### src/rtl/acfg_pkg.sv
// Package: shared constants and the configuration state type.
// Assumes byte offsets within a 64 KB page are 16 bits wide.
package acfg_pkg;

    localparam logic [15:0] OFF_SET_BASE = 16'h0048;
    localparam logic [15:0] OFF_SHUT_UP  = 16'h004C;

    // Identification bytes, byte i at bits [8i+7:8i].
    localparam logic [127:0] ID_DEFAULT =
        128'h00000000_00800000_0000E107_00002AC1;

    typedef enum logic [1:0] {
        ST_UNCFG  = 2'd0,
        ST_MAPPED = 2'd1,
        ST_SHUT   = 2'd2
    } cfg_state_e;

endpackage

### src/rtl/acfg_id_rom.sv
// Identification space: turns a page offset into the presented byte.
// Assumes the offset is already qualified as a configuration read.
// Byte 0 is presented true, all others inverted; empty slots read 0xFF.
module acfg_id_rom #(
    parameter int             N_BYTES = 16,
    parameter logic [127:0]   ID_VAL  = acfg_pkg::ID_DEFAULT
) (
    input  logic [15:0] off,
    output logic [7:0]  data
);
    localparam int          SPAN_I = N_BYTES * 4;
    localparam logic [15:0] SPAN   = 16'(SPAN_I);
    localparam int          OFS_W  = $clog2(SPAN_I);
    localparam int          IDX_W  = OFS_W - 2;

    logic [7:0] hi_view [N_BYTES];
    logic [7:0] lo_view [N_BYTES];

    // Build the presented form of each nibble at elaboration.
    for (genvar g = 0; g < N_BYTES; g++) begin : g_byte
        if (g == 0) begin : g_true
            assign hi_view[g] = {ID_VAL[8*g+4 +: 4], 4'h0};
            assign lo_view[g] = {ID_VAL[8*g   +: 4], 4'h0};
        end else begin : g_inv
            assign hi_view[g] = {~ID_VAL[8*g+4 +: 4], 4'hF};
            assign lo_view[g] = {~ID_VAL[8*g   +: 4], 4'hF};
        end
    end

    logic [IDX_W-1:0] idx;
    assign idx = off[OFS_W-1:2];

    // Select the nibble slot or report an empty location.
    always_comb begin
        if (off >= SPAN || off[0])
            data = 8'hFF;
        else if (off[1])
            data = lo_view[idx];
        else
            data = hi_view[idx];
    end

endmodule

### src/rtl/acfg_cfg_ctrl.sv
// Configuration state holder: commits a base address or a shut-up.
// Assumes cfg_wr is a single-cycle write already qualified to the
// configuration page while unconfigured.
module acfg_cfg_ctrl
    import acfg_pkg::*;
#(
    parameter int BASE_W = 8
) (
    input  logic              clk,
    input  logic              rst_n,
    input  logic              cfg_wr,
    input  logic [15:0]       off,
    input  logic [BASE_W-1:0] wdata,
    output cfg_state_e        state,
    output logic [BASE_W-1:0] base,
    output logic              cfg_out
);
    // Advance the configuration state on a commit write.
    always_ff @(posedge clk) begin
        if (!rst_n) begin
            state <= ST_UNCFG;
            base  <= '0;
        end else if (state == ST_UNCFG && cfg_wr) begin
            if (off == OFF_SET_BASE) begin
                base  <= wdata;
                state <= ST_MAPPED;
            end else if (off == OFF_SHUT_UP) begin
                state <= ST_SHUT;
            end
        end
    end

    assign cfg_out = (state != ST_UNCFG);

    assert_chain_sticky_R5: assert property (@(posedge clk) disable iff (!rst_n)
        cfg_out |=> cfg_out);

    assert_chain_cause_R5: assert property (@(posedge clk) disable iff (!rst_n)
        $rose(cfg_out) |-> $past(cfg_wr));

    assert_base_frozen_R9: assert property (@(posedge clk) disable iff (!rst_n)
        cfg_out |=> $stable(base));

endmodule

### src/rtl/acfg_win_decode.sv
// Window decoder: flags host accesses inside the mapped 64 KB page.
// Assumes strobes are one cycle wide; purely combinational.
module acfg_win_decode #(
    parameter int BASE_W = 8
) (
    input  logic [BASE_W-1:0] page,
    input  logic [BASE_W-1:0] base,
    input  logic              mapped,
    input  logic              rd,
    input  logic              wr,
    output logic              hit
);
    // Compare the page against the assigned base.
    always_comb begin
        hit = mapped && (rd || wr) && (page == base);
    end

endmodule

### src/rtl/acfg_responder.sv
// Top: configuration responder for one expansion card.
// Assumes a 24-bit byte address, 64 KB configuration page CFG_PAGE and
// single-cycle host strobes. Read data is registered.
module acfg_responder
    import acfg_pkg::*;
#(
    parameter int           ADDR_W   = 24,
    parameter int           N_BYTES  = 16,
    parameter logic [7:0]   CFG_PAGE = 8'hE8,
    parameter logic [127:0] ID_BYTES = ID_DEFAULT
) (
    input  logic              clk,
    input  logic              rst_n,
    input  logic [ADDR_W-1:0] host_addr,
    input  logic [7:0]        host_wdata,
    input  logic              host_rd,
    input  logic              host_wr,
    input  logic              cfg_chain_in,
    output logic [7:0]        rd_data,
    output logic              win_hit,
    output logic              cfg_chain_out
);
    localparam int          PAGE_W = ADDR_W - 16;
    localparam logic [15:0] SPAN   = 16'(N_BYTES * 4);

    cfg_state_e         state;
    logic [PAGE_W-1:0]  base;
    logic [PAGE_W-1:0]  page;
    logic [15:0]        off;
    logic               cfg_sel;
    logic [7:0]         id_data;

    assign page = host_addr[ADDR_W-1:16];
    assign off  = host_addr[15:0];

    // Qualify accesses to the configuration page.
    always_comb begin
        cfg_sel = cfg_chain_in && (state == ST_UNCFG) && (page == PAGE_W'(CFG_PAGE));
    end

    acfg_id_rom #(.N_BYTES(N_BYTES), .ID_VAL(ID_BYTES)) id_rom_i (
        .off  (off),
        .data (id_data)
    );

    acfg_cfg_ctrl #(.BASE_W(PAGE_W)) cfg_ctrl_i (
        .clk     (clk),
        .rst_n   (rst_n),
        .cfg_wr  (host_wr && cfg_sel),
        .off     (off),
        .wdata   (host_wdata[PAGE_W-1:0]),
        .state   (state),
        .base    (base),
        .cfg_out (cfg_chain_out)
    );

    acfg_win_decode #(.BASE_W(PAGE_W)) win_i (
        .page   (page),
        .base   (base),
        .mapped (state == ST_MAPPED),
        .rd     (host_rd),
        .wr     (host_wr),
        .hit    (win_hit)
    );

    // Capture read data on each read strobe.
    always_ff @(posedge clk) begin
        if (!rst_n)
            rd_data <= 8'hFF;
        else if (host_rd)
            rd_data <= cfg_sel ? id_data : 8'hFF;
    end

    assert_rd_idle_ff_R8: assert property (@(posedge clk) disable iff (!rst_n)
        (host_rd && !cfg_sel) |=> (rd_data == 8'hFF));

    assert_low_bits_R3: assert property (@(posedge clk) disable iff (!rst_n)
        (host_rd && cfg_sel && !off[0] && off < SPAN)
        |=> (rd_data[3:0] == 4'h0 || rd_data[3:0] == 4'hF));

    assert_shut_no_hit_R6: assert property (@(posedge clk) disable iff (!rst_n)
        (state == ST_SHUT) |-> !win_hit);

endmodule

### config.mk
export PLATFORM = sky130hd
export DESIGN_NAME = acfg_responder
export DESIGN_NICKNAME = d
export VERILOG_FILES = /design/src/rtl/acfg_pkg.sv /design/src/rtl/acfg_id_rom.sv /design/src/rtl/acfg_cfg_ctrl.sv /design/src/rtl/acfg_win_decode.sv /design/src/rtl/acfg_responder.sv
export SDC_FILE = /design/constraint.sdc
export NUM_CORES = 1
export LEC_CHECK = 0
export BUFFER_PORTS_ARGS = -buffer_cell sky130_fd_sc_hd__buf_4
export CORE_ASPECT_RATIO = 1.25
export CORE_MARGIN = 8
export CORE_UTILIZATION = 48
export CTS_BUF_LIST = sky130_fd_sc_hd__clkbuf_16
export DETAILED_ROUTE_END_ITERATION = 10
export HOLD_SLACK_MARGIN = 0.02
export PLACE_DENSITY = 0.83
export SLEW_MARGIN = 5
export SYNTH_ARGS = -nofsm -noshare
export SYNTH_HDL_FRONTEND = slang
export SYNTH_SLANG_ARGS = --single-unit
### constraint.sdc
create_clock -name clk -period 2.4 [get_ports clk]
set_clock_uncertainty 0.05 [all_clocks]
set_input_delay 0.24 -clock clk [delete_from_list [all_inputs] [get_ports clk]]
set_output_delay 0.24 -clock clk [all_outputs]
set_load 0.1 [all_outputs]
Yosys cells after proc, flatten, opt, wreduce, memory -nomap -nowiden
Memories as Yosys holds them, arrays and structs flattened.
Cells that the tools add are included.

operators by class
  equal/unequal tests = 5
  bitwise operators = 1
  $lt $le $gt $ge = 2
  reduce and logical (&&, ||, !) cells = 13
  muxes and demuxes = 9

operators with widths
  operator               count
  $mux W8                7
  $eq A16 B7 Y1 const B  2
  $ge A16 B7 Y1 const B  1
  $eq A8 B8 Y1           1
  $eq A8 B8 Y1 const B   1
  $logic_and A1 B1 Y1    6
  $ge A5 B5 Y1 const B   1
  $not A4 Y5             1
  $mux W2                2
  $reduce_and A2 Y1      2
  $reduce_bool A2 Y1     2
  $eq A2 B1 Y1 const B   1
  $logic_not A2 Y1       1
  $logic_or A1 B1 Y1     2

word-level totals
  memories = 2
  bits in registers = 18
  bits in read-only memories = 256
  word-level logic and storage cells = 35
  output and inout port bits = 10

memories
  name              depth  width  rd ports  clocked after memory_dff  write ports  RTL line           text
  (name not given)  16     8      1         0                         0            acfg_id_rom.sv:38  data = lo_view[idx];
  (name not given)  16     8      1         0                         0            acfg_id_rom.sv:40  data = hi_view[idx];

Depth between registers and ports, before layout
Gate-level depths: netlist of the first run.

  depth in word-level cells = 7
  gate-level depth with buffers = 5

Modules after synthesis
A second synthesis of the first run with hierarchy kept.

unflattened totals
  cells, all modules = 108
  area total of the unflattened synthesis = 1024.7 sq um

modules (own cells, without submodules)
  module           cells each  area each (sq um)  times used  sequential area each (sq um)
  acfg_cfg_ctrl    49          437.9              1           200.2
  acfg_responder   26          336.6              1           160.2
  acfg_id_rom      21          151.4              1           0.0
  acfg_win_decode  12          98.8               1           0.0

Least setup slack after synthesis of the first run
Ideal clock, no wire load.

  path type = reg-to-output
  start = reg cfg_ctrl_i.base[5]
  end = out win_hit
  setup slack = -1.547 ns
  cell stages (with the launch flop) = 5
  data arrival time = 3.657 ns
  required time = 2.110 ns
  cell sequence = dfxtp_1 -> xor2_1 -> nor4_1 -> o2111ai_1 -> nor4_1

on the way
  longest elaborated chain between the ends = 2

RTL lines
  item                    RTL line               text
  start, declared         acfg_cfg_ctrl.sv:15    output logic [BASE_W-1:0] base,
  start signal, assigned  acfg_cfg_ctrl.sv:25    base <= wdata;
  $eq A8 B8 Y1            acfg_win_decode.sv:15  hit = mapped && (rd || wr) && (page == base);
  $logic_and A1 B1 Y1     acfg_win_decode.sv:15
  end, declared           acfg_responder.sv:20   output logic win_hit,

Every way passes these cells.

Worst setup path after layout of the first run
Ends and elaborated chain as after synthesis.

==> impl_metrics.ini, run 1 <==
[status]
run_status = finished, final reports clean

[sta]
slew_headroom = 0.716
finalCritPeriodShare = 0.895
slew_viol_final = 0
worst_slew_pin_slew_ps = 422
fmax_mhz = 465
finalSetupViolCount = 0
rsz0062_at_grt = false
min_period_ps = 2150
holdWs_ps = 207
hold_viol_final = 0
tns_ps = 0

[yosys]
syn_area_um2 = 945
ys_ff_latch = 15
synth_seq_area_share = 0.318
synth_area_per_cell_um2 = 8.75
synth_top_family_by_area = simple AND/OR/NAND/NOR gates
synth_top_area_share = 0.318
syn_nets = 145
synthAdderAreaFrac = 0
synth-edff-count = 0
synthXorXnorAreaFrac = 0.0834
synthArstFlopShare = 0
synth-simple-area-share = 0.332
synth_cells = 108
muxShareOfSynthArea = 0
synth-compound-area-share = 0.197
synth_area_leaders = dfxtp_1 (32%), o21ai_1 (7.4%), xor2_1 (7.4%)
ys.flop_type = dfxtp_1
synth_cell_types = 38
ys_warn_count = 0
yosys.area.top_type = dfxtp_1

[cells_and_area]
fin_cells = 170
area_delta_synth_final_pct = 43.6
antenna_cells = 0
drive_gt1_frac = 0.387
utilization = 0.708
nets = 188

[placement]
io_buffers = 46
place.detailed.hpwl_mm = 2.28
dp.cells = 166
gp_congestion = 0.887

[clock_tree]
cts_root_buffer = clkbuf_16
insertion_delay_ps = 240
clk_path_buf_depth = 2
cts_tree = done
cts_sinks = 15
h-tree-depth = 1
cts_resized = 0
clk_pin_slew_worst_paths_ps = 50
hold_buffers = 0
cts-buffers-inserted = 3
cts_setup_buffers = 0

[routing]
via_count = 1005
first_pass_iters = 5
wl_mm = 2.87
via_per_inst = 5.91
wl_per_cell_um = 16.9
drtIter0Drc = 21
ant_nets = 0
drcViolationCount = 0

[hold_path]
hold_class = in -> reg

[pwr]
power_mw = 0.661
leakagePower_nw = 0.575
peakVddDrop_mv = 0.313
power.density_nw_per_um2 = 488

[floorplanning]
die_area_um2 = 3650
ios = 47
start_util = 0.493
num_rows = 18
die_w_um = 55.7
dieHeight_um = 65.6
core_area_um2 = 1910

[critical_path]
cp.arrival_ps = 1860
crit_type = reg -> out
worstSetupEndpointType = primary output
start_kind = flip-flop
cp_slowest_cell = nor4_1
critPathMaxStageDelay_ps = 400
path_cells = xor2_1, nor4_1, o2111ai_1, nor4_4, buf_4
path_max_fanout = 2
crit_required_ps = 2110

[global_routing]
antenna_found_initial = 0
grt_pass1_vias = 1114
grt.overflow.total = 0
grt_pass1_wl_mm = 4.94
grt_usage = 0.160
grt_max_degree = 16

[run]
cap_violations = 0
cell usage in the layout, fill, tap and decap left out, types with 2 or more instances in the layout:
cell | netlist | final
nor2b_1 | 2 | 2
nand2_1 | 2 | 2
xor2_1 | 8 | 8
clkbuf_16 | 0 | 3
nor2_1 | 7 | 7
nand3_1 | 8 | 8
dfxtp_1 | 15 | 15
o21ai_1 | 14 | 14
and4b_1 | 3 | 3
inv_1 | 3 | 3
and4_1 | 2 | 2
nor4_1 | 5 | 4
buf_4 | 4 | 46
a21boi_1 | 9 | 9
cell usage after synthesis (2+ instances only):
cell and instances:
nor2b_1 2, o21ai_1 14, clkbuf_1 2, nand3_1 8
and4b_1 3, dfxtp_1 15, nor4_1 5, and4_1 2
nand2_1 2, inv_1 3, buf_4 4, xor2_1 8
nor2_1 7, a21boi_1 9
critical path, delay by kind of cell, from the launching register on:
family / cells / cell delay [ps]
AO/OA/AOI/OAI: 1 / 240
XOR/XNOR: 1 / 160
AND/OR/NAND/NOR: 2 / 580
buffers and inverters: 1 / 330
flip-flops: 1 / 310
report_power, final:
part | total, mW | internal [mW] | switching (mW)
Combinational | 0.0911 | 0.0534 | 0.0377
Sequential | 0.250 | 0.250 | 0.00000000713
Clock | 0.321 | 0.222 | 0.0985
cell type report:
cell class / count / area, um2
multi-input cells: 82 / 594
fillers: 160 / 558
repair buffers: 46 / 345
flip-flops and latches: 15 / 300
clock buffers: 3 / 75.1
well taps: 20 / 25.0
inverters: 3 / 11.3
clock inverters: 1 / 5.00
kinds of logic (layout without fill, tap and decap cells):
logic type,Yosys count,count (layout)
xor gates and xnor gates,9,9
DFF,15,15
buffers and inverters,11,53
AOI/OAI and AO/OA,29,29
and+or+nand+nor,44,44
per-layer routing:
layer | routed length, um | track usage | vias up
met2 | 1510 | 0.301 | 45
met5 | 0 | 0 | -
li1 | - | - | 481
met4 | 40 | 0.0679 | 0
met1 | 1070 | 0.154 | 475
met3 | 259 | 0.0578 | 4
flip-flops by register name (all words and copies together) (netlist names):
| register | cells |
|---|---|
| rd_data | 5 |
| cfg_ctrl_i.base | 8 |
| cfg_ctrl_i.state | 2 |
per-stage QoR:
| step | instance area (um2) | setup WS [ps] |
|---|---|---|
| finish | 1360 | 251 |
| global route | 1360 | 196 |
| CTS | 1360 | 292 |
| detailed placement | 1280 | 594 |
| global placement | 1280 | 625 |
| floorplan | 960 | 231 |
worst paths after layout:
kind                                     startpoint            endpoint  slack (ps)  cells after the start
worst max register to register  cfg_ctrl_i.state[0]          rd_data[3]         960                      4
worst min-delay path                  host_wdata[1]  cfg_ctrl_i.base[1]         210                      3
worst max-delay path             cfg_ctrl_i.base[5]             win_hit         250                      5
worst min register to register   cfg_ctrl_i.base[1]  cfg_ctrl_i.base[1]         440                      2
Note: power is estimated with default switching activity, not from simulation.
==> inputs of run 2 (changes only) <==
--- a/config.mk
+++ b/config.mk
@@ -5,14 +5,14 @@
 export SDC_FILE = /design/constraint.sdc
 export NUM_CORES = 1
 export LEC_CHECK = 0
+export ABC_AREA = 1
 export BUFFER_PORTS_ARGS = -buffer_cell sky130_fd_sc_hd__buf_4
 export CORE_ASPECT_RATIO = 1.25
 export CORE_MARGIN = 8
-export CORE_UTILIZATION = 48
+export CORE_UTILIZATION = 51
 export CTS_BUF_LIST = sky130_fd_sc_hd__clkbuf_16
 export DETAILED_ROUTE_END_ITERATION = 10
-export HOLD_SLACK_MARGIN = 0.02
-export PLACE_DENSITY = 0.83
+export PLACE_DENSITY = 0.85
 export SLEW_MARGIN = 5
 export SYNTH_ARGS = -nofsm -noshare
 export SYNTH_HDL_FRONTEND = slang
==> run 2 against run 1 <==
Worst setup slack gained 470 ps. Die area grew 7.8%. Largest power group unchanged. Register-to-register slack improved by 50 ps. Clock-buffer cell count stayed put. Non-clock buffer count stayed put.
==> impl_metrics.ini, run 2 <==
[hold_path]
hold_class = in -> reg

[cells_and_area]
layout_commonest_cell = buf_4
antenna_cells = 0
largest_reg_flops = 8
final_cell_mix = buf_4 (46), nand2_1 (37), nor2_1 (36)
nets = 261
reg.largest.list = cfg_ctrl_i.base: 8 flops, rd_data: 5 flops, cfg_ctrl_i.state: 2 flops
fill_cells = 178
drive_gt1_frac = 0.332
top_register = cfg_ctrl_i.base
area_delta_synth_final_pct = 37.6

[floorplanning]
die_area_um2 = 3940
core_area_um2 = 2140
ios = 47
dieHeight_um = 68.2
num_rows = 19
start_util = 0.519
die_w_um = 57.7

[yosys]
syn_nets = 214
synth_cells = 177
synth_common_cells = nand2_1 (37), nor2_1 (36), inv_1 (23)
synth_area_per_cell_um2 = 6.28
yosysMostFrequentCell = nand2_1
synth_top_area_share = 0.270
ys_warn_count = 0
synth-edff-count = 0
synth_area_leaders = dfxtp_1 (27%), nand2_1 (13%), nor2_1 (12%)
ys_ff_latch = 15
yosys.area.top_type = dfxtp_1
syn_area_um2 = 1110
synth_cell_types = 23
ys.flop_type = dfxtp_1
synth_seq_area_share = 0.270
synthArstFlopShare = 0

[global_routing]
grt_pass1_vias = 1295
grt.overflow.total = 0
grt_pass1_wl_mm = 5.44
grt_usage = 0.175
grt_max_degree = 11
antenna_found_initial = 0

[clock_tree]
hold_buffers = 0
insertion_delay_ps = 250
clk_pin_slew_worst_paths_ps = 50
h-tree-depth = 1
clk_path_buf_depth = 2
cts_sinks = 15
cts_setup_buffers = 0
cts_resized = 0
cts-buffers-inserted = 3
cts_tree = done
cts_root_buffer = clkbuf_16

[routing]
drcViolationCount = 0
ant_nets = 0
wl_per_cell_um = 13.3
via_per_inst = 5.21
drtIter0Drc = 22
via_count = 1272
wl_mm = 3.23
first_pass_iters = 4

[sta]
fmax_mhz = 595
worst_slew_pin_slew_ps = 294
rsz0062_at_grt = false
hold_viol_final = 0
slew_headroom = 0.802
tns_ps = 0
finalCritPeriodShare = 0.700
min_period_ps = 1680
slew_viol_final = 0
finalSetupViolCount = 0
holdWs_ps = 190

[run]
cap_violations = 0

[pwr]
leakagePower_nw = 0.726
power.density_nw_per_um2 = 499
peakVddDrop_mv = 0.419

[status]
run_status = finished, final reports clean

[critical_path]
start_kind = flip-flop
crit_type = reg -> out
worstSetupEndpointType = primary output
ff2ff_setup_slack_ps = 1010
path_max_fanout = 3
crit_required_ps = 2110
cp.arrival_ps = 1390

[placement]
io_buffers = 46
place.detailed.hpwl_mm = 2.45
gp_congestion = 0.877
-- run 2: area by class of cell --
type	instances	area, um2	share of cell area
Clock buffer	3	75.1	0.0491
Timing Repair Buffer	46	345	0.226
Tap cell	21	26.3	0.0172
Sequential cell	15	300	0.196
Clock inverter	1	5.00	0.00327
Multi-Input combinational cell	129	668	0.437
Inverter	29	109	0.0712
-- run 2: cells by family after synthesis --
kind of cell,synth area share
AO/OA/AOI/OAI,0.0788
XOR/XNOR,0.0315
buffers and inverters,0.128
flip-flops,0.270
AND/OR/NAND/NOR,0.491
-- run 2: path summary, 6_finish.rpt --
| check | from | end | depth (start not counted) |
|---|---|---|---|
| setup reg to reg | cfg_ctrl_i.state[1] | cfg_ctrl_i.base[3] | 8 |
| hold reg to reg | rd_data[4] | rd_data[4] | 2 |
| hold / removal | host_rd | rd_data[5] | 3 |
| setup / recovery | cfg_ctrl_i.state[0] | win_hit | 5 |
-- run 2: power by group --
group / switching (mW) / internal [mW]
Clock: 0.109 / 0.223
Sequential: 0.00238 / 0.253
Combinational: 0.109 / 0.0668
-- run 2: worst max-delay path, stage by stage (launching register included) --
cell and delay (ps):
dfxtp_1 320, inv_2 50, a211oi_1 210, o2111ai_1 140
nor2_1 120, buf_4 290
-- run 2: routing by layer --
layer	wire, um	part of all wire	track usage
met1	1240	0.38	0.167
met2	1770	0.55	0.354
met3	161	0.050	0.0414
met4	64	0.020	0.0706
met5	0	0	0
-- run 2: metrics by stage --
step / worst slack, ps / power [mW] / utilization / std cells / cell area [um2]
6_report: 721 / 0.763 / 0.715 / 244 / 1530
5_1_grt: 630 / 0.787 / 0.715 / 244 / 1530
4_1_cts: 731 / 0.762 / 0.715 / 244 / 1530
3_5_place_dp: 988 / 0.435 / 0.677 / 240 / 1450
3_3_place_gp: 1000 / 0.431 / 0.677 / 240 / 1450
2_1_floorplan: 174 / 0.366 / - / 177 / 1110
==> inputs of run 3 (changes only) <==
--- a/config.mk
+++ b/config.mk
@@ -5,14 +5,14 @@
 export SDC_FILE = /design/constraint.sdc
 export NUM_CORES = 1
 export LEC_CHECK = 0
-export ABC_AREA = 1
+export ABC_AREA = 0
 export BUFFER_PORTS_ARGS = -buffer_cell sky130_fd_sc_hd__buf_4
 export CORE_ASPECT_RATIO = 1.25
 export CORE_MARGIN = 8
-export CORE_UTILIZATION = 51
+export CORE_UTILIZATION = 40
 export CTS_BUF_LIST = sky130_fd_sc_hd__clkbuf_16
 export DETAILED_ROUTE_END_ITERATION = 10
-export PLACE_DENSITY = 0.85
+export PLACE_DENSITY = 0.74
 export SLEW_MARGIN = 5
 export SYNTH_ARGS = -nofsm -noshare
 export SYNTH_HDL_FRONTEND = slang
==> constraint.sdc (replaced) <==
create_clock -name clk -period 1.4 [get_ports clk]
set_clock_uncertainty 0.05 [all_clocks]
set_input_delay 0.14 -clock clk [delete_from_list [all_inputs] [get_ports clk]]
set_output_delay 0.14 -clock clk [all_outputs]
set_load 0.1 [all_outputs]
==> run 3 against run 2 <==
The flow now finishes with violations (setup timing). Largest power group unchanged. Clock power increased by 67%. First-iteration DRC count decreased by 14%. Die area increased by 6.2%. Combinational power decreased by 9%. Worst hold slack got worse by 86 ps. Highest routed layer unchanged.
==> impl_metrics.ini, run 3 (synthesis results as in run 1) <==
[pwr]
switching_share = 0.207
pwr-share-clk = 0.485
p_int_mw = 0.905
pwr-share-seq = 0.375
pwr-share-comb = 0.140
power_mw = 1.14
peakVddDrop_mv = 0.565
leakagePower_nw = 0.615
power.density_nw_per_um2 = 791
switching_power_mw = 0.236

[cells_and_area]
area_delta_synth_final_pct = 52.8
final_cell_mix = buf_4 (53), o21ai_1 (14), dfxtp_1 (11)
layout_commonest_cell = buf_4
top_register = cfg_ctrl_i.base
antenna_cells = 0
drive_gt1_frac = 0.456
largest_reg_flops = 8
reg.largest.list = cfg_ctrl_i.base: 8 flops, rd_data: 5 flops, cfg_ctrl_i.state: 2 flops
nets = 196
utilization = 0.653
fin_cells = 189
design_area_um2 = 1440

[floorplanning]
die_w_um = 59.5
num_rows = 19
start_util = 0.427
core_area_um2 = 2210
ios = 47
dieHeight_um = 70.3
die_area_um2 = 4180

[critical_path]
crit_type = reg -> out
r2r_cells = 5
cp-startpoint = cfg_ctrl_i.base[5]
path_max_fanout = 2
cp.arrival_ps = 1640
worstSetupEndpointType = primary output
ff2ff_setup_slack_ps = 140
crit_required_ps = 1210
timing.rr.end = cfg_ctrl_i.base[6]
start_kind = flip-flop
rr_startpoint = cfg_ctrl_i.state[0]

[sta]
finalSetupViolCount = 1
rsz0062_at_grt = true
tns_ps = -426
min_period_ps = 1830
setup_ws_ps = -426
holdWs_ps = 104
fmax_mhz = 548
slew_headroom = 0.775
hold_viol_final = 0
slew_viol_final = 0
worst_slew_pin_slew_ps = 335
finalCritPeriodShare = 1.30

[routing]
drtIter0Drc = 19
drcViolationCount = 0
wl_per_cell_um = 15.1
ant_nets = 0
via_count = 997
via_per_inst = 5.28
first_pass_iters = 4
wl_mm = 2.86

[placement]
gp_congestion = 0.875
dp.cells = 185
place.detailed.hpwl_mm = 2.35
io_buffers = 46
placed_area_um2 = 1350
preCtsSetupSlack_ps = -241

[hold_path]
hold_class = in -> reg
min_path_cells = 3
min_to = cfg_ctrl_i.base[0]
hold_start = host_wdata[0]

[clock_tree]
insertion_delay_ps = 240
cts-buffers-inserted = 3
cts_sinks = 15
cts_setup_buffers = 0
cts_tree = done
clk_path_buf_depth = 2
h-tree-depth = 1
cts_root_buffer = clkbuf_16
hold_buffers = 0
clk_pin_slew_worst_paths_ps = 50

[status]
run_status = complete, but fails checks
violations = setup timing

[global_routing]
grt.overflow.total = 0
grt_pass1_vias = 1064
grt_pass1_wl_mm = 4.83
grt_max_degree = 16
grt_usage = 0.143
antenna_found_initial = 0

[run]
cap_violations = 0
[run 3: changes by cell type in the layout (fill, tap and decap cells not counted), sizes merged, moves of 3 or more]
| cell | change |
|---|---|
| nand2 | -40 |
| and4b | +3 |
| a21boi | +9 |
| buf | +8 |
| a21oi | -8 |
| nor4 | +6 |
| inv | -26 |
| nand3 | -11 |
| nor4b | +3 |
| nor2 | -39 |
| o21ai | +14 |
| xor2 | +7 |
[run 3: power groups by stage]
stage | combinational [mW] | sequential, mW | clock, mW
finish | 0.160 | 0.428 | 0.554
global route | 0.174 | 0.427 | 0.582
CTS | 0.160 | 0.427 | 0.568
detailed placement | 0.159 | 0.436 | 0
global placement | 0.155 | 0.436 | 0
floorplan | 0.0490 | 0.436 | 0
[run 3: final cells by class]
cell class	instances	area, um2
multi-input cells	82	599
well taps	31	38.8
clock buffers	3	75.1
repair buffers	54	409
fillers	190	767
inverters	3	11.3
flip-flops and latches	15	305
clock inverters	1	5.00
[run 3: layer usage]
layer	vias up	GRT usage	part of all wire
li1	497	-	-
met4	0	0.0587	0.018
met1	455	0.155	0.39
met2	38	0.245	0.52
met5	-	0	0
met3	7	0.0403	0.073
[run 3: what timing repair did]
| action | 4_1_cts | 5_1_grt |
|---|---|---|
| setup endpoints to repair | 1 | 6 |
| pin swaps | 2 | 0 |
| resized for setup | 3 | 3 |
[run 3: worst max-delay path by stage]
stage	end	cells past startpoint
after floorplan	win_hit	4
after global placement	win_hit	5
after detailed placement	win_hit	5
after CTS	win_hit	5
after global routing	win_hit	5
final	win_hit	5
[run 3: critical path, cell delays in order (launching register included)]
cell       delay [ps]
dfxtp_2           320
xor2_1            130
nor4_1            290
o2111ai_1         200
nor4_4            180
buf_6             260
